==> src/rtl/dct_pkg.sv <==
package dct_pkg;
    typedef enum logic [1:0] {
        ST_IDLE  = 2'd0,
        ST_TIME  = 2'd1,
        ST_EVENT = 2'd2,
        ST_PULSE = 2'd3
    } dct_state_e;

    localparam logic [1:0] MODE_TIME  = 2'b00;
    localparam logic [1:0] MODE_EVENT = 2'b01;
    localparam logic [1:0] MODE_PULSE = 2'b10;
    localparam logic [1:0] MODE_RSVD  = 2'b11;
endpackage

==> src/rtl/dct_sync.sv <==
module dct_sync (
    input  logic clk,
    input  logic rst_n,
    input  logic d,
    output logic lvl,
    output logic fall,
    output logic rise
);
    logic s1, s2, s3;

    always_ff @(posedge clk) begin
        if (!rst_n) begin
            s1 <= 1'b1;
            s2 <= 1'b1;
            s3 <= 1'b1;
        end else begin
            s1 <= d;
            s2 <= s1;
            s3 <= s2;
        end
    end

    assign lvl  = s2;
    assign fall = s3 & ~s2;
    assign rise = ~s3 & s2;
endmodule

==> src/rtl/dct_prescale.sv <==
module dct_prescale #(
    parameter int DIV = 32
) (
    input  logic clk,
    input  logic rst_n,
    input  logic clr,
    input  logic tick_in,
    output logic tick_out
);
    localparam int PC_W = (DIV > 2) ? $clog2(DIV) : 1;
    localparam logic [PC_W-1:0] LAST = PC_W'(DIV - 1);

    logic [PC_W-1:0] pc_q;

    always_ff @(posedge clk) begin
        if (!rst_n || clr) begin
            pc_q <= '0;
        end else if (tick_in) begin
            pc_q <= (pc_q == LAST) ? '0 : pc_q + 1'b1;
        end
    end

    assign tick_out = tick_in && !clr && (pc_q == LAST);
endmodule

==> src/rtl/dcnt_timer.sv <==
module dcnt_timer #(
    parameter int CNT_W   = 8,
    parameter int PRE_DIV = 32,
    parameter int NFLAG   = 2
) (
    input  logic                       clk,
    input  logic                       rst_n,
    input  logic                       tick_in,
    input  logic [NFLAG-1:0]           flag_in,
    input  logic [$clog2(NFLAG)-1:0]   flag_sel,
    input  logic [1:0]                 mode_in,
    input  logic                       start,
    input  logic                       stop,
    input  logic                       load_en,
    input  logic [CNT_W-1:0]           load_val,
    input  logic                       q_route_en,
    input  logic                       irq_ack,
    output logic [CNT_W-1:0]           count_out,
    output logic                       irq,
    output logic                       q_out
);
    import dct_pkg::*;

    localparam int SEL_W = $clog2(NFLAG);

    dct_state_e        state_q, state_d;
    logic [SEL_W-1:0]  sel_q;
    logic [CNT_W-1:0]  count_q, hold_q;
    logic [NFLAG-1:0]  lvl, fall, rise;
    logic              tb_tick, start_ok, dec_en, underflow, pw_done;
    logic              lvl_sel, fall_sel, rise_sel;

    for (genvar g = 0; g < NFLAG; g++) begin : g_sync
        dct_sync u_sync (
            .clk  (clk),
            .rst_n(rst_n),
            .d    (flag_in[g]),
            .lvl  (lvl[g]),
            .fall (fall[g]),
            .rise (rise[g])
        );
    end

    assign start_ok = start && !stop && (mode_in != MODE_RSVD);

    dct_prescale #(.DIV(PRE_DIV)) u_pre (
        .clk     (clk),
        .rst_n   (rst_n),
        .clr     (start_ok),
        .tick_in (tick_in),
        .tick_out(tb_tick)
    );

    assign lvl_sel  = lvl[sel_q];
    assign fall_sel = fall[sel_q];
    assign rise_sel = rise[sel_q];

    // state register
    always_ff @(posedge clk) begin
        if (!rst_n) begin
            state_q <= ST_IDLE;
            sel_q   <= '0;
        end else begin
            state_q <= state_d;
            if (start_ok) sel_q <= flag_sel;
        end
    end

    // next-state selection
    always_comb begin
        state_d = state_q;
        if (stop) begin
            state_d = ST_IDLE;
        end else if (start_ok) begin
            unique case (mode_in)
                MODE_TIME:  state_d = ST_TIME;
                MODE_EVENT: state_d = ST_EVENT;
                default:    state_d = ST_PULSE;
            endcase
        end else if (state_q == ST_PULSE && rise_sel) begin
            state_d = ST_IDLE;
        end
    end

    // decrement source per state
    always_comb begin
        unique case (state_q)
            ST_IDLE:  dec_en = 1'b0;
            ST_TIME:  dec_en = tb_tick;
            ST_EVENT: dec_en = fall_sel;
            ST_PULSE: dec_en = tb_tick && !lvl_sel;
            default:  dec_en = 1'b0;
        endcase
    end

    assign underflow = dec_en && (count_q <= CNT_W'(1));
    assign pw_done   = (state_q == ST_PULSE) && rise_sel;

    // outputs and datapath
    always_ff @(posedge clk) begin
        if (!rst_n) begin
            count_q <= '0;
            hold_q  <= '0;
            irq     <= 1'b0;
            q_out   <= 1'b0;
        end else begin
            if (load_en) begin
                hold_q  <= load_val;
                count_q <= load_val;
            end else if (underflow) begin
                count_q <= hold_q;
            end else if (dec_en) begin
                count_q <= count_q - 1'b1;
            end

            if (underflow || pw_done) irq <= 1'b1;
            else if (irq_ack)         irq <= 1'b0;

            if (underflow && q_route_en) q_out <= ~q_out;
        end
    end

    assign count_out = count_q;
endmodule

==> config.mk <==
export PLATFORM = sky130hd
export DESIGN_NAME = dcnt_timer
export DESIGN_NICKNAME = d
export VERILOG_FILES = /design/src/rtl/dct_pkg.sv /design/src/rtl/dct_sync.sv /design/src/rtl/dct_prescale.sv /design/src/rtl/dcnt_timer.sv
export SDC_FILE = /design/constraint.sdc
export NUM_CORES = 1
export LEC_CHECK = 0
export ABC_AREA = 1
export BUFFER_PORTS_ARGS = -buffer_cell sky130_fd_sc_hd__buf_2
export CORE_UTILIZATION = 59
export CTS_CLUSTER_SIZE = 30
export DETAILED_ROUTE_END_ITERATION = 8
export PLACE_DENSITY_LB_ADDON = 0.25
export SYNTH_ARGS = -nofsm -noshare
export SYNTH_HDL_FRONTEND = slang
export SYNTH_SLANG_ARGS = --single-unit
==> constraint.sdc <==
create_clock -name clk -period 2.7 [get_ports clk]
set_clock_uncertainty 0.05 [all_clocks]
set_input_delay 0.675 -clock clk [delete_from_list [all_inputs] [get_ports clk]]
set_output_delay 0.675 -clock clk [all_outputs]
set_load 0.005 [all_outputs]
== Word-level counts from Yosys, hierarchy flattened ==
Cells that the tools add are included.

* Flip-flop bits (word level): 32
* Bits in read-only memories: 0
* Bits in latches: 0
* Output and inout port bits: 10
* Memories: 0
* Word-level logic and storage cells: 69
* Memory bits (writable): 0

* Order comparisons: 2
* Mux-type cells: 16
* Bitwise logic cells: 10
* $add $sub $neg: 2
* Shift-type cells: 0
* Reductions and logical operators: 20
* Equal/unequal tests: 6
* Divide/modulo/power cells: 0
* $mul: 0

{| class="wikitable"
|+ Operators with widths
! cell !! count
|-
| 8-bit 2-to-1 mux || 3
|-
| 8-bit by 1-bit <= comparator with 1-bit output, second input constant || 1
|-
| 1-bit logical AND || 8
|-
| 1-bit 2-to-1 mux || 8
|-
| 8-bit by 1-bit subtractor with 8-bit output, second input constant || 1
|-
| 1-bit NOT || 6
|-
| 5-bit by 1-bit adder with 5-bit output, second input constant || 1
|-
| 5-bit == test, second input constant || 1
|-
| 5-bit 2-to-1 mux || 1
|-
| 1-bit bitwise AND || 4
|-
| 2-bit by 1-bit == test with 1-bit output, second input constant || 2
|-
| 2-bit == test, second input constant || 2
|-
| 1-bit zero test || 4
|-
| 2-bit zero test || 2
|-
| 2-bit 2-to-1 mux || 2
|-
| 1-bit one-hot mux with 4 select lines || 1
|-
| 2-bit one-hot mux with 2 select lines || 1
|-
| 2-bit nonzero test || 2
|-
| 3-bit nonzero test || 1
|-
| 1-bit logical OR || 2
|-
| 1-bit by 2-bit < comparator with 1-bit output, second input constant || 1
|-
| 2-bit inequality test, second input constant || 1
|-
| 2-bit OR reduction || 1
|}

== Depth between registers and ports, before layout ==
Gate-level depths: netlist of run 1.

* Depth after elaboration: 11
* Depth in mapped cells: 15

== Cells and area by module ==
From an unflattened synthesis of run 1, not the netlist that was laid out.

* Cells, all modules: 245
* Area, all modules: 1,687.9 um2

{| class="wikitable"
|+ Modules (own cells, without submodules)
! module !! times used !! cells an instance !! area an instance (um2)
|-
| dcnt_timer || 1 || 187 || 1,256.2
|-
| dct_prescale || 1 || 34 || 244.0
|-
| dct_sync || 2 || 12 || 93.8
|}

== Worst setup path before layout of run 1 ==
OpenSTA, ideal clock, no wires.

* Path kind: flip-flop to flip-flop
* Start: reg u_pre.pc_q[0]
* End: reg count_q[1], in the netlist count_out[1]
* Slack: 1.003 ns
* Arrival: 1.525 ns
* Stages on the path, launching flop included: 14
* Cell sequence: dfxtp_1 ha_1 nand2_1 nor2_1 ha_1 nand2_1 inv_1 nand2_1 nand2_2 nand3_1 nand2_2 buf_4 o21ai_0 a21oi_2

* Longest elaborated chain between the ends: 7

{| class="wikitable"
|+ RTL lines
! element !! line !! source
|-
| start: declaration || dct_prescale.sv:13 || <nowiki>logic [PC_W-1:0] pc_q;</nowiki>
|-
| start signal: assignment || dct_prescale.sv:19 || <nowiki>pc_q <= (pc_q == LAST) ? '0 : pc_q + 1'b1;</nowiki>
|-
| 5-bit == test (*) || dct_prescale.sv:23 || <nowiki>assign tick_out = tick_in && !clr && (pc_q == LAST);</nowiki>
|-
| 1-bit logical AND (*) || dct_prescale.sv:23 ||
|-
| 1-bit logical AND || dcnt_timer.sv:91 || <nowiki>ST_PULSE: dec_en = tb_tick && !lvl_sel;</nowiki>
|-
| 1-bit one-hot mux with 4 select lines (*) || dcnt_timer.sv:87 || <nowiki>unique case (state_q)</nowiki>
|-
| 1-bit logical AND || dcnt_timer.sv:96 || <nowiki>assign underflow = dec_en && (count_q <= CNT_W'(1));</nowiki>
|-
| 8-bit 2-to-1 mux || dcnt_timer.sv:110 || <nowiki>end else if (underflow) begin</nowiki>
|-
| 8-bit 2-to-1 mux || dcnt_timer.sv:107 || <nowiki>if (load_en) begin</nowiki>
|-
| end signal: assignment || dcnt_timer.sv:109 || <nowiki>count_q <= load_val;</nowiki>
|-
| end signal: assignment || dcnt_timer.sv:111 || <nowiki>count_q <= hold_q;</nowiki>
|-
| end signal: assignment || dcnt_timer.sv:113 || <nowiki>count_q <= count_q - 1'b1;</nowiki>
|-
| end: declaration || dcnt_timer.sv:28 || <nowiki>logic [CNT_W-1:0] count_q, hold_q;</nowiki>
|}

Mark *: on every way between the ends. The rest lies on a longest branch, timed or not.
A chain may end at the register's enable or synchronous reset.

== Final worst setup path of run 1 ==
Same ends and word-level chain as after synthesis.

==> results of run 1 <==
worst min-delay path by stage:
stage	start	to	slack, ns	cells past startpoint
2_1_floorplan	g_sync[0].u_sync.s1	g_sync[0].u_sync.lvl	0.34	1
3_3_place_gp	g_sync[1].u_sync.s1	g_sync[1].u_sync.lvl	0.34	1
3_5_place_dp	g_sync[0].u_sync.s1	g_sync[0].u_sync.lvl	0.35	1
4_1_cts	g_sync[0].u_sync.s1	g_sync[0].u_sync.lvl	0.38	1
5_1_grt	g_sync[0].u_sync.s1	g_sync[0].u_sync.lvl	0.39	1
6_report	g_sync[0].u_sync.s1	g_sync[0].u_sync.lvl	0.37	1
placed cells by master, fill, tap and decap left out, drive strengths merged:
cell type,instances
a21boi,2
a21oi,21
buf,30
clkbuf,5
clkinv,3
dfxtp,32
ha,4
inv,36
nand2,55
nand3,19
nand3b,1
nand4,1
nor2,31
nor3,2
o21ai,12
o22ai,1
or2,5
xnor2,5
xor2,2
layer usage:
layer / up-vias / GRT usage, % / part of all wire, %
li1: 796 / - / -
met1: 638 / 28.9 / 47
met2: 32 / 41.0 / 47
met3: 8 / 6.56 / 3.9
met4: 0 / 15.4 / 2.1
met5: - / 0 / 0
stage by stage:
stage | hold WS, ns | power [W]
global route | 0.392 | 0.00107
detailed placement | 0.353 | 0.000733
global placement | 0.345 | 0.000729
floorplan | 0.343 | 0.000683
finish | 0.374 | 0.000997
CTS | 0.379 | 0.00101
state kept, by name (all words and copies together), names as in the netlist:
name and cells:
q_out 1, g_sync.u_sync.s3 2, count_out 8, u_pre.pc_q 5
state_q 2, g_sync.u_sync.lvl 2, hold_q 8, g_sync.u_sync.s1 2
irq 1, sel_q 1
synth_stat cells (2+ instances only):
master,instances
nor2_1,28
nand2_1,51
xor2_1,2
o21ai_0,11
a21oi_2,7
or2_2,5
ha_1,4
inv_1,35
nand2_2,4
clkbuf_1,2
a21oi_1,14
dfxtp_1,32
a21boi_0,2
nor3_1,2
nand3_1,19
nor2_2,2
xnor2_1,5
buf_6,2
area by class of cell:
| type | instances | area, um2 |
|---|---|---|
| repair buffers | 30 | 150 |
| clock buffers | 5 | 37.5 |
| flip-flops and latches | 32 | 641 |
| multi-input cells | 161 | 843 |
| inverters | 36 | 138 |
| well taps | 30 | 37.5 |
| fillers | 224 | 702 |
| clock inverters | 3 | 18.8 |
power by group:
| group | leakage, nW | switching, W | total [W] | internal [W] |
|---|---|---|---|---|
| logic | 0.640 | 0.000117 | 0.000202 | 0.0000850 |
| clock network | 0.0349 | 0.000175 | 0.000274 | 0.0000997 |
| registers | 0.263 | 0.0000226 | 0.000520 | 0.000498 |
| total | 0.938 | 0.000314 | 0.000997 | 0.000682 |
cells by family after synthesis:
group / Yosys count
DFF: 32
xor gates and xnor gates: 7
adders and majority gates: 4
and+or+nand+nor: 114
buffers and inverters: 42
AOI/OAI and AO/OA: 36
worst register-to-register path: cells and delay by family (launching register included):
| family | cells | cell delay [ns] |
|---|---|---|
| buffers and inverters | 2 | 0.20 |
| and+or+nand+nor | 8 | 0.83 |
| DFF | 1 | 0.38 |
| AOI/OAI and AO/OA | 1 | 0.07 |
| adders and majority gates | 2 | 0.34 |
==> results.yml, run 1 <==
status:
  status: "complete, no violations"
synth:
  yosysTopAreaCell: "dfxtp_1"
  muxShareOfSynthArea_pct: 0
  synth-async-reset-ratio_pct: 0
  syn-cell-area_um2: 1660
  syn_area_per_cell_um2: 7.08
  synth_top_family_by_area: "simple AND/OR/NAND/NOR gates"
  synth_xor_area_share_pct: 3.68
  ys.flop_type: "dfxtp_1"
  yosysUniqueCellTypes: 26
  synth-seq-cells: 32
  synth_nets: 260
  ys_warn_count: 0
  yosys.area_share.simple_pct: 31.2
  synth_cells: 235
  yosysSeqAreaShare_pct: 38.5
  yosys.area_share.adder_pct: 3.01
  synth-compound-area-share_pct: 12.8
  synthTopCellsByArea: "dfxtp_1 (38%), nand2_1 (12%), inv_1 (7.9%), nor2_1 (6.3%), nand3_1 (5.7%)"
  synth_edf_count: 0
  yosysTopAreaCellShare_pct: 38.5
cts:
  ctsHoldBuffers: 0
  clk_latency_ns: 0.35
  clkSinkCount: 32
  root_buffer: "clkbuf_4"
  cts.clk_slew.worst_paths_ns: 0.11
  post_cts_resize_count: 0
  cts_setup_buffers: 0
  clk_path_buf_depth: 2
  cts_inserted_buffers: 5
  h-tree-depth: 2
  cts_tree: "built"
place:
  dp_hpwl_um: 2350
  gp_congestion: 0.793
  placed_cells: 289
  pre_cts_ws_ns: 0.770
  placement.cell_area_um2: 1810
  port_buffers: 30
drt:
  viasPerCell: 4.96
  ant_nets: 0
  vias: 1474
  drtPass1Iterations: 4
  drt_iter0_markers: 25
  wl_per_cell_um: 10.9
  wl_um: 3240
  drc: 0
sta:
  drv_slew: 0
  rsz0062_at_grt: "no"
  finalCriticalPeriod_ns: 1.96
  timing.final.ws_setup_ns: 0.736
  finalCritPeriodShare_pct: 72.7
  fin_setup_tns_ns: 0
  fmax_ghz: 0.509
  setup_viol: 0
  worst_slew_pin_slew_ns: 0.450
  final_hold_viol_count: 0
  relSlewSlack_pct: 70.0
critical_path:
  reg2reg_from: "u_pre.pc_q[0]"
  arrival_ns: 2.16
  worstPathMaxFanout: 12
  cp_top_family: "simple AND/OR/NAND/NOR gates"
  worstPathCellList: "ha_1 > nand2_1 > nor2_1 > ha_1 > nand2_1 > inv_1 > nand2_1 > nand2_2 > nand3_1 > nand2_2 > inv_1 > nor2_1 > a21oi_2"
  rrSetupSlack_ns: 0.74
  r2r-end: "count_out[1]"
  cp.required_ns: 2.89
  critPathCapture: "count_out[1]"
  crit_path_start: "u_pre.pc_q[0]"
  cp.depth: 13
  path_buf_inv: 2
  path_class: "reg2reg"
  reg2regPathDepth: 13
  crit_path_end_kind: "register"
  crit_slowest_cell: "dfxtp_1"
  start_kind: "register"
  cp_common_cell: "nand2_1"
  slowest_delay_ns: 0.38
floorplanning:
  initial_utilization_pct: 64.8
  coreArea_um2: 2570
  die_y_um: 55.1
  ios: 31
  dieArea_um2: 3040
  rows: 18
  die_w_um: 55.1
global_routing:
  grt_pass1_wl_um: 5240
  overflow: 0
  grt_max_degree: 18
  antenna_found_initial: 0
  grt_pass1_vias: 1324
  grt_util_all_layers_pct: 25.0
finish:
  nets: 291
  finalCoreUtilization_pct: 72.7
  layout.cells.non_filler: 297
  final_cell_area_um2: 1870
  area_growth_pct: 12.1
  antennaDiodeCount: 0
  drive_gt1_share_pct: 22.1
pwr:
  leakage_nw: 0.938
  ir_worst_vdd_v: 0.000470
  powerDensity_nw_per_um2: 534
worst_hold_path:
  holdCritPathClass: "reg2reg"
run:
  maxCapViolations: 0
No activity file was read; power rests on OpenSTA's default activity.
==> run 2: changes to the inputs <==
--- a/config.mk
+++ b/config.mk
@@ -7,7 +7,7 @@
 export LEC_CHECK = 0
 export ABC_AREA = 1
 export BUFFER_PORTS_ARGS = -buffer_cell sky130_fd_sc_hd__buf_2
-export CORE_UTILIZATION = 59
+export CORE_UTILIZATION = 49
 export CTS_CLUSTER_SIZE = 30
 export DETAILED_ROUTE_END_ITERATION = 8
 export PLACE_DENSITY_LB_ADDON = 0.25
==> constraint.sdc (replaced) <==
create_clock -name clk -period 1.8 [get_ports clk]
set_clock_uncertainty 0.05 [all_clocks]
set_input_delay 0.45 -clock clk [delete_from_list [all_inputs] [get_ports clk]]
set_output_delay 0.45 -clock clk [all_outputs]
set_load 0.005 [all_outputs]
==> run 2 against run 1 <==
Against the previous run: the flow now finishes with violations (negative setup slack); die area up 20%; non-clock buffer count up 18; first-iteration DRC count rose to 2.8 times the previous value; maximum frequency grew 5.7%; register-to-register slack lost 0.79 ns; sequential power rose by 50%; flip-flop and latch count unchanged; core utilization down 3.0 points; combinational power rose by 86%; via count rose by 6.9%.
==> results.yml, run 2 (synthesized netlist as in run 1, its figures left out) <==
floorplanning:
  ios: 31
  coreArea_um2: 3130
  die_w_um: 60.3
  dieArea_um2: 3630
  die_y_um: 60.3
  rows: 20
  initial_utilization_pct: 53.2
critical_path:
  worstPathMaxFanout: 6
  cp.required_ns: 1.98
  start_kind: "register"
  crit_path_end_kind: "register"
  arrival_ns: 2.04
  path_class: "reg2reg"
finish:
  layout_common_cells: "nand2_1 (47), inv_1 (33), dfxtp_1 (30), buf_2 (30), nor2_1 (20)"
  area_growth_pct: 31.0
  drive_gt1_share_pct: 35.0
  nets: 310
  final_common_cell: "nand2_1"
  antennaDiodeCount: 0
place:
  gp_congestion: 0.829
  port_buffers: 30
  dp_hpwl_um: 2330
drt:
  drtPass1Iterations: 4
  wl_per_cell_um: 10.9
  drc: 0
  drt_iter0_markers: 70
  viasPerCell: 4.77
  ant_nets: 0
  vias: 1575
  wl_um: 3590
pwr:
  leakage_nw: 1.05
  ir_worst_vdd_v: 0.000460
  powerDensity_nw_per_um2: 717
  total_power_w: 0.00156
global_routing:
  grt_pass1_wl_um: 5490
  grt_pass1_vias: 1287
  grt_util_all_layers_pct: 20.5
  antenna_found_initial: 0
  overflow: 0
  grt_max_degree: 18
sta:
  fin_setup_tns_ns: -0.197
  fin_worst_hold_slack_ns: 0.238
  rsz0062_at_grt: "yes"
  finalCritPeriodShare_pct: 103
  relSlewSlack_pct: 80.2
  drv_slew: 0
  worst_slew_pin_slew_ns: 0.295
  fmax_ghz: 0.538
  final_hold_viol_count: 0
  setup_viol: 5
  timing.final.ws_setup_ns: -0.0590
  finalCriticalPeriod_ns: 1.86
status:
  violations: "negative setup slack"
  status: "finished, violations left"
cts:
  cts_tree: "built"
  clkSinkCount: 32
  clk_latency_ns: 0.34
  h-tree-depth: 2
  clk_path_buf_depth: 2
  cts.clk_slew.worst_paths_ns: 0.11
  root_buffer: "clkbuf_4"
  cts_inserted_buffers: 5
run:
  maxCapViolations: 0
worst_hold_path:
  holdCritPathClass: "in2reg"
## run 2: cell types whose count changed in the layout (fill, tap and decap cells not counted), moves of 2 or more
cell	before	now
buf_4	0	17
nor2_1	28	20
nor2_2	2	7
nand2_1	51	47
nand3_1	19	15
nand3_2	0	3
nor2_4	0	3
dfxtp_1	32	30
dfxtp_2	0	2
ha_1	4	2
ha_4	0	2
inv_1	35	33
nand2_4	0	2
## run 2: routing by layer
layer  GRT usage [%]  share of wire (%)  vias up  routed length [um]
met4            10.6                2.9        0                 105
met2            31.4                 46       39                1650
li1                -                  -      836                   -
met3            4.33                5.3       15                 189
met5               0                  0        -                   0
met1            26.8                 46      685                1640
## run 2: final timing paths
check,cells past startpoint,slack (ns),start,endpoint
max reg2reg,13,-0.06,u_pre.pc_q[0],count_out[3]
max,13,-0.06,u_pre.pc_q[0],count_out[3]
min reg2reg,1,0.37,g_sync[1].u_sync.s1,g_sync[1].u_sync.lvl
min,2,0.24,flag_in[0],g_sync[0].u_sync.s1
## run 2: power breakdown
group | total, W | internal (W) | switching (W)
Combinational | 0.000375 | 0.000167 | 0.000208
Clock | 0.000407 | 0.000150 | 0.000257
Sequential | 0.000780 | 0.000747 | 0.0000331
Total | 0.00156 | 0.00106 | 0.000499
## run 2: what timing repair did
item | CTS | global route
hold buffers | 0 | 0
gates resized for setup | 22 | 11
pin swaps | 6 | 10
endpoints found under the setup margin | 9 | 10
buffers inserted | 5 | 5
gates cloned | 0 | 1
## run 2: metrics by stage
stage / cells / instance area [um2] / util, % / setup WS [ns]
floorplan: 235 / 1660 / - / 0.103
global placement: 311 / 1890 / 60.3 / 0.00337
detailed placement: 311 / 1890 / 60.3 / -0.0835
CTS: 324 / 2070 / 66.1 / -0.0630
global route: 330 / 2180 / 69.7 / -0.165
finish: 330 / 2180 / 69.7 / -0.0590
## run 2: worst max-delay path: stages, from the launching register on
cell and delay [ns]:
dfxtp_2 0.37, ha_4 0.15, nand2_4 0.06, nor2_4 0.11, ha_4 0.13, nand2_2 0.06, inv_2 0.07, nand2_2 0.06
nand2_4 0.11, nand3_4 0.10, nand2_8 0.11, clkinvlp_4 0.17, nor2_2 0.15, a21oi_2 0.05
## run 2: cell type report
cell class | count | area (um2)
Sequential cell | 32 | 643
Clock buffer | 5 | 37.5
Inverter | 36 | 141
Tap cell | 44 | 55.1
Multi-Input combinational cell | 162 | 986
Clock inverter | 3 | 18.8
Fill cell | 255 | 948
Timing Repair Buffer | 48 | 298
==> run 3: changes to the inputs <==
--- a/config.mk
+++ b/config.mk
@@ -14,3 +14,4 @@
 export SYNTH_ARGS = -nofsm -noshare
 export SYNTH_HDL_FRONTEND = slang
 export SYNTH_SLANG_ARGS = --single-unit
+export TNS_END_PERCENT = 50
==> run 3 against run 2 <==
Against the previous run: the run still ends with negative setup slack left; worst hold slack worse by 0.0024 ns; maximum frequency up 0.34%; non-clock buffer count decreased by 1; wire length fell by 1.1%; highest routed layer unchanged; critical path type unchanged; combinational power down 2%.
==> results.yml, run 3 (synthesized netlist as in run 1, its figures left out) <==
pwr:
  seq_power_share_pct: 50.1
  powerDensity_nw_per_um2: 722
  p_sw_w: 0.000495
  sw_frac_of_total_pct: 31.8
  total_power_w: 0.00156
  p_comb_share_pct: 23.7
  ir_worst_vdd_v: 0.000457
  clock_power_share_pct: 26.2
  leakage_nw: 1.04
  power.internal_w: 0.00106
floorplanning:
  rows: 20
  coreArea_um2: 3130
  dieArea_um2: 3630
  ios: 31
  die_y_um: 60.3
  die_w_um: 60.3
  initial_utilization_pct: 53.2
worst_hold_path:
  holdCritPathClass: "in2reg"
  min_delay_path_depth: 2
drt:
  drt_iter0_markers: 67
  vias: 1561
  ant_nets: 0
  wl_um: 3550
  wl_per_cell_um: 10.8
  drtPass1Iterations: 4
  drc: 0
  viasPerCell: 4.74
global_routing:
  grt_util_all_layers_pct: 20.5
  grt_pass1_vias: 1287
  grt_max_degree: 18
  overflow: 0
  antenna_found_initial: 0
  grt_pass1_wl_um: 5490
critical_path:
  cp.depth: 13
  crit_path_end_kind: "register"
  arrival_ns: 2.03
  path_buf_inv: 2
  crit_slowest_cell: "dfxtp_2"
  cp_top_family: "simple AND/OR/NAND/NOR gates"
  worstPathCellList: "ha_4 > nand2_4 > nor2_4 > ha_4 > nand2_2 > inv_2 > nand2_2 > nand2_4 > nand3_4 > nand2_8 > clkinvlp_4 > nor2_2 > a21oi_2"
  worstPathMaxFanout: 6
  reg2regPathDepth: 13
  cp.required_ns: 1.98
  slowest_delay_ns: 0.37
  path_class: "reg2reg"
  start_kind: "register"
sta:
  rsz0062_at_grt: "yes"
  relSlewSlack_pct: 80.2
  timing.final.ws_setup_ns: -0.0526
  final_hold_viol_count: 0
  setup_viol: 5
  finalCritPeriodShare_pct: 103
  worst_slew_pin_slew_ns: 0.295
  fmax_ghz: 0.540
  finalCriticalPeriod_ns: 1.85
  drv_slew: 0
cts:
  cts.clk_slew.worst_paths_ns: 0.11
  cts_inserted_buffers: 5
  cts_tree: "built"
  ctsHoldBuffers: 0
  clkSinkCount: 32
  clk_path_buf_depth: 2
  root_buffer: "clkbuf_4"
  h-tree-depth: 2
  clk_latency_ns: 0.34
status:
  violations: "negative setup slack"
  status: "finished, violations left"
finish:
  nets: 309
  final_common_cell: "nand2_1"
  antennaDiodeCount: 0
  layout.cells.non_filler: 329
  drive_gt1_share_pct: 34.4
  finalCoreUtilization_pct: 69.0
  layout_common_cells: "nand2_1 (47), inv_1 (33), dfxtp_1 (30), buf_2 (30), nor2_1 (20)"
  area_growth_pct: 29.7
place:
  dp_hpwl_um: 2330
  port_buffers: 30
  gp_congestion: 0.829
  placed_cells: 311
run:
  maxCapViolations: 0
-- run 3: worst paths after layout --
kind | slack (ns) | end | start
hold reg to reg | 0.37 | g_sync[1].u_sync.lvl | g_sync[1].u_sync.s1
setup reg to reg | -0.05 | count_out[3] | u_pre.pc_q[0]
setup / recovery | -0.05 | count_out[3] | u_pre.pc_q[0]
hold / removal | 0.24 | g_sync[0].u_sync.s1 | flag_in[0]
-- run 3: layer usage --
metal	vias to the layer above	part of all wire [%]	routed length (um)	GRT usage (%)
met2	39	46	1640	31.4
li1	836	-	-	-
met4	0	2.7	95	10.6
met1	673	46	1640	26.8
met5	-	0	0	0
met3	13	4.8	172	4.33
-- run 3: stage by stage --
stage	hold WS, ns	TNS (ns)	setup WS [ns]	area, um2
2_1_floorplan	0.343	0	0.103	1660
3_3_place_gp	0.349	0	0.00337	1890
3_5_place_dp	0.350	-0.442	-0.0835	1890
4_1_cts	0.232	-0.308	-0.0630	2070
5_1_grt	0.226	-1.10	-0.166	2160
6_report	0.235	-0.161	-0.0526	2160
-- run 3: layout make-up --
class	instances	area, um2
Multi-Input combinational cell	162	972
Inverter	36	141
Sequential cell	32	643
Tap cell	44	55.1
Clock inverter	3	18.8
Clock buffer	5	37.5
Timing Repair Buffer	47	290
Fill cell	261	970
-- run 3: power groups by stage --
stage	sequential, W	combinational [W]	clock (W)
after global placement	0.000794	0.000325	0
after CTS	0.000780	0.000353	0.000414
after detailed placement	0.000794	0.000328	0
final	0.000781	0.000369	0.000408
after floorplan	0.000793	0.000232	0
after global routing	0.000787	0.000416	0.000455
-- run 3: what timing repair did --
action,in CTS,in global routing
setup endpoints to repair,9,10
cloned,0,1
buffers inserted,5,4
pin swaps,6,10
resized for setup,22,9
